File: config.mk
export PLATFORM = sky130hd
export DESIGN_NAME = vec_fxmul
export DESIGN_NICKNAME = d
export VERILOG_FILES = /design/src/rtl/vec_fxmul.sv
export SDC_FILE = /design/constraint.sdc
export NUM_CORES = 2
export LEC_CHECK = 0
export ABC_AREA = 1
export BUFFER_PORTS_ARGS = -buffer_cell sky130_fd_sc_hd__buf_2
export CAP_MARGIN = 20
export CELL_PAD_IN_SITES_DETAIL_PLACEMENT = 1
export CELL_PAD_IN_SITES_GLOBAL_PLACEMENT = 1
export CORE_UTILIZATION = 46
export CTS_BUF_LIST = sky130_fd_sc_hd__clkbuf_16
export DETAILED_ROUTE_END_ITERATION = 10
export PLACE_DENSITY = 0.8
export SETUP_SLACK_MARGIN = 0.15
export SLEW_MARGIN = 20
export SYNTH_ARGS = -nofsm -noshare
export SYNTH_HDL_FRONTEND = slang
export SYNTH_SLANG_ARGS = --single-unit
export TNS_END_PERCENT = 30
File: constraint.sdc
create_clock -name clk -period 21.5 [get_ports clk]
set_input_delay 4.3 -clock clk [delete_from_list [all_inputs] [get_ports clk]]
set_output_delay 4.3 -clock clk [all_outputs]
set_load 0.005 [all_outputs]
File: src/rtl/vec_fxmul.sv
module vec_fxmul #(
  parameter int DW = 32,
  parameter int RW = 7,
  parameter int CW = 4
) (
  input  logic          clk,
  input  logic          rst_n,
  input  logic          instr_valid,
  output logic          instr_ready,
  input  logic [31:0]   instr,
  output logic          busy,
  output logic [RW-1:0] rd_a_addr,
  input  logic [DW-1:0] rd_a_data,
  output logic [RW-1:0] rd_b_addr,
  input  logic [DW-1:0] rd_b_data,
  input  logic [DW-1:0] scale_in,
  output logic          wr_en,
  output logic [RW-1:0] wr_addr,
  output logic [DW-1:0] wr_data
);
  localparam int HW = DW / 2;
  localparam int AW = 2 * DW;
  localparam logic [1:0] OP_DOT = 2'd1;
  localparam logic [1:0] OP_SAX = 2'd2;

  logic [1:0]    sh_q, op_q;
  logic          wide_q, rnd_q;
  logic [RW-1:0] ra_q, rd_q, rb_q;
  logic [CW-1:0] idx_q, last_q;
  logic signed [AW-1:0] acc_q;

  logic [3:0] f_in;
  logic       legal;
  assign f_in  = instr[31:28];
  assign legal = !f_in[3] && (f_in[1:0] != 2'd3) && (instr[22:21] != 2'd3);

  assign instr_ready = !busy;
  wire accept = instr_valid && instr_ready;

  always_ff @(posedge clk) begin
    if (!rst_n) begin
      busy   <= 1'b0;
      idx_q  <= '0;
      last_q <= '0;
      sh_q   <= '0;
      op_q   <= '0;
      wide_q <= 1'b0;
      rnd_q  <= 1'b0;
      ra_q   <= '0;
      rd_q   <= '0;
      rb_q   <= '0;
      acc_q  <= '0;
    end else if (accept) begin
      busy   <= legal;
      idx_q  <= '0;
      last_q <= instr[24 +: CW];
      sh_q   <= f_in[1:0];
      wide_q <= f_in[2];
      rnd_q  <= instr[23];
      op_q   <= instr[22:21];
      ra_q   <= instr[14 +: RW];
      rd_q   <= instr[7 +: RW];
      rb_q   <= instr[0 +: RW];
      acc_q  <= '0;
    end else if (busy) begin
      idx_q <= idx_q + 1'b1;
      if (idx_q == last_q) busy <= 1'b0;
      if (op_q == OP_DOT) acc_q <= sum;
    end
  end

  wire [RW-1:0] idx_ext = {{(RW-CW){1'b0}}, idx_q};
  assign rd_a_addr = ra_q + idx_ext;
  assign rd_b_addr = rb_q + idx_ext;

  wire [DW-1:0] a_val = (rd_a_addr == '0) ? '0 : rd_a_data;
  wire [DW-1:0] b_val = (rd_b_addr == '0) ? '0 : rd_b_data;
  wire [HW-1:0] m_val = (op_q == OP_SAX) ? scale_in[HW-1:0] : b_val[HW-1:0];

  logic signed [AW-1:0] a_ext, m_ext, prod, sum, rconst, rounded, shifted;
  logic [4:0] sh_amt;

  always_comb begin
    a_ext   = wide_q ? AW'($signed(a_val)) : AW'($signed(a_val[HW-1:0]));
    m_ext   = AW'($signed(m_val));
    prod    = a_ext * m_ext;
    sum     = (op_q == OP_DOT) ? acc_q + prod : prod;
    sh_amt  = {sh_q, 3'b000};
    rconst  = (rnd_q && sh_q != 2'd0) ? (AW'(1) <<< (sh_amt - 5'd1)) : '0;
    rounded = sum + rconst;
    shifted = rounded >>> sh_amt;
  end

  wire last_el = (idx_q == last_q);
  assign wr_addr = rd_q + ((op_q == OP_DOT) ? '0 : idx_ext);
  assign wr_data = shifted[DW-1:0] + ((op_q == OP_SAX) ? b_val : '0);
  assign wr_en   = busy && ((op_q != OP_DOT) || last_el) && (wr_addr != '0);
endmodule

==> reports/qor.yml <==
run_status:
  failed_checks: "DRC"
  status: "finished, violations left"
final_layout:
  final_cell_mix: "nand2_1 (1,547), inv_1 (1,206), nor2_1 (559), fa_1 (506), nand3_1 (345)"
  antenna_cells: 0
  layout_commonest_cell: "nand2_1"
  fillers: 10200
  area_growth_pct: 8.01
  drive_gt1_share_pct: 7.93
  final_nets: 6369
synthesis:
  ys_warn_count: 0
  syn-instance-count: 5345
  synth_seq_cells: 92
  ys_types: 56
  avgSynthCellArea_um2: 6.40
  syn-cell-area_um2: 34200
  synth-seq-area-share_pct: 5.38
  syn_nets: 6207
floorplanning:
  rows: 99
  die-area_um2: 75500
  die_h_um: 275
  dieWidth_um: 275
  fp.coreArea_um2: 73300
  ios: 187
  start_util_pct: 46.7
cts:
  clock_latency_ps: 400
  cts_max_level: 3
  clockBufferDepth: 2
  path_clk_slew_ps: 90
  numClockSinks: 92
  hold_buffers: 0
  cts_made_buffers: 9
  cts_tree: "done"
  root_buffer: "clkbuf_16"
setup_path:
  required_ps: 17200
  setup.worst_path.end_class: "output pin"
  worst-setup-path-type: "primary input to output pin"
  path_max_fanout: 16
  arrival_ps: 16620
  crit_buf_inv: 13
  slowest_delay_ps: 630
  reg2reg_setup_slack_ps: 9240
  crit_top_cell: "nand2_1"
  cp_top_family: "adder cells"
  worst_setup_path_start_kind: "primary input"
  critPathSlowestCell: "fa_1"
detailed_routing:
  drc: 3
  wl_per_cell_um: 21.9
  first_iter_violations: 2363
  antenna_left: 0
  wl_mm: 141
  viasPerCell: 5.46
  num_vias: 35300
  drtPass1Iterations: 11
sta:
  rsz0062_at_grt: "no"
  setup_viol: 0
  hold_viol: 0
  worstMarginPinSlew_ps: 1300
  tns_ps: 0
  slew_headroom_pct: 12.4
  finalCriticalPeriod_ps: 20920
  slew_violations: 0
  finalClockSkew_ps: 26.0
  finalHoldWorstSlack_ps: 476
  timing.fmax_mhz: 47.8
  post-route-period-util_pct: 97.3
run:
  drv_cap: 0
global_route:
  grt_pass1_wl_mm: 216
  grt_pass1_vias: 37300
  antenna_found_initial: 0
  grt_use_total_pct: 37.9
  grt_max_degree: 72
  grt-ovfl-total: 0
placement:
  portBuffers: 170
  gp_congestion: 1.02
  dpl.hpwl_mm: 123
hold_path:
  hp-class: "flop to flop"
[synth_stat cells, drive strengths merged]
cell	count	area, um2
or2	8	50.1
a21boi	2	15.0
o31ai	2	15.0
o41ai	1	8.76
nor4	11	75.1
clkbuf	79	297
o22ai	1	6.26
fa	506	10100
o221ai	2	17.5
nand4	52	325
nand2	1599	6190
xnor2	28	245
nor2	584	2250
ha	225	2820
o21a	7	52.6
dfxtp	92	1840
a211oi	4	30.0
o211ai	47	353
a31o	1	8.76
or4	2	15.0
a221oi	1	8.76
nand3	356	1840
a21oi	153	766
o21bai	34	255
nand3b	8	63.8
and3	4	25.0
conb	1	3.75
o311ai	1	8.76
clkinv	13	48.8
nor3	19	120
and2	12	75.1
a31oi	15	93.8
o2111ai	1	8.76
o21ai	132	687
buf	35	178
inv	1237	4640
xor2	65	599
a21o	5	37.5
[cell type report]
class	count	area (um2)	share of cell area, %
clock buffer	9	225	0.609
inverter	1250	4710	12.7
sequential	92	1840	4.98
multi-input combinational	3889	27300	73.9
tap	959	1200	3.25
timing repair buffer	265	1580	4.28
clock inverter	7	86.3	0.234
[sequential cells by signal, indices dropped and copies added, names as in the netlist]
register and flops:
rb_q 7, idx_q 4, wide_q 1, rnd_q 1
rd_q 7, op_q 2, sh_q 2, ra_q 7
acc_q 56, last_q 4, busy 1
[through the flow]
stage          util, %  area [um2]  setup slack [ps]  std cells
5_1_grt           50.4       37000               137       6471
4_1_cts           50.3       36900               297       6469
2_1_floorplan        -       34200              3040       5345
3_5_place_dp      49.8       36500               337       6453
3_3_place_gp      49.8       36500               718       6453
6_report          50.4       37000               582       6471
[layer usage]
metal | share of wire, % | vias up | wire length (um) | track usage (%)
li1 | - | 16300 | - | -
met4 | 6.6 | 0 | 9300 | 21.1
met1 | 41 | 17500 | 58100 | 47.3
met5 | 0 | - | 0 | 0
met2 | 47 | 1110 | 65900 | 63.3
met3 | 5.7 | 374 | 8100 | 4.83
[worst min-delay path, cell delays in order, from the launching register on]
cell and delay, ps:
dfxtp_1 320, nand2_1 60, a21oi_1 50
[worst paths after layout]
kind | from | to | cells after the start
worst max-delay path | scale_in[13] | wr_data[30] | 61
worst min-delay path | acc_q[0] | acc_q[0] | 2
worst max register to register | idx_q[2] | acc_q[55] | 51
worst min register to register | acc_q[0] | acc_q[0] | 2
[logic make-up (layout without fill, tap and decap cells)]
kind of cell / count (synthesis) / in the layout / synth area share [%]
and+or+nand+nor: 2655 / 2655 / 32.3
AOI/OAI and AO/OA: 409 / 409 / 6.93
DFF: 92 / 92 / 5.38
other: 1 / 1 / 0.0110
buffers and inverters: 1364 / 1531 / 15.1
adders and majority gates: 731 / 731 / 37.8
xor gates and xnor gates: 93 / 93 / 2.47
[repair_timing]
item,CTS,global route
buffers inserted,0,2
endpoints found under the setup margin,0,13
hold endpoints to repair,0,0
resized for setup,0,25
Power is not shown: default switching activity piles up to over one toggle a cycle in this logic, so the estimate is an artifact.
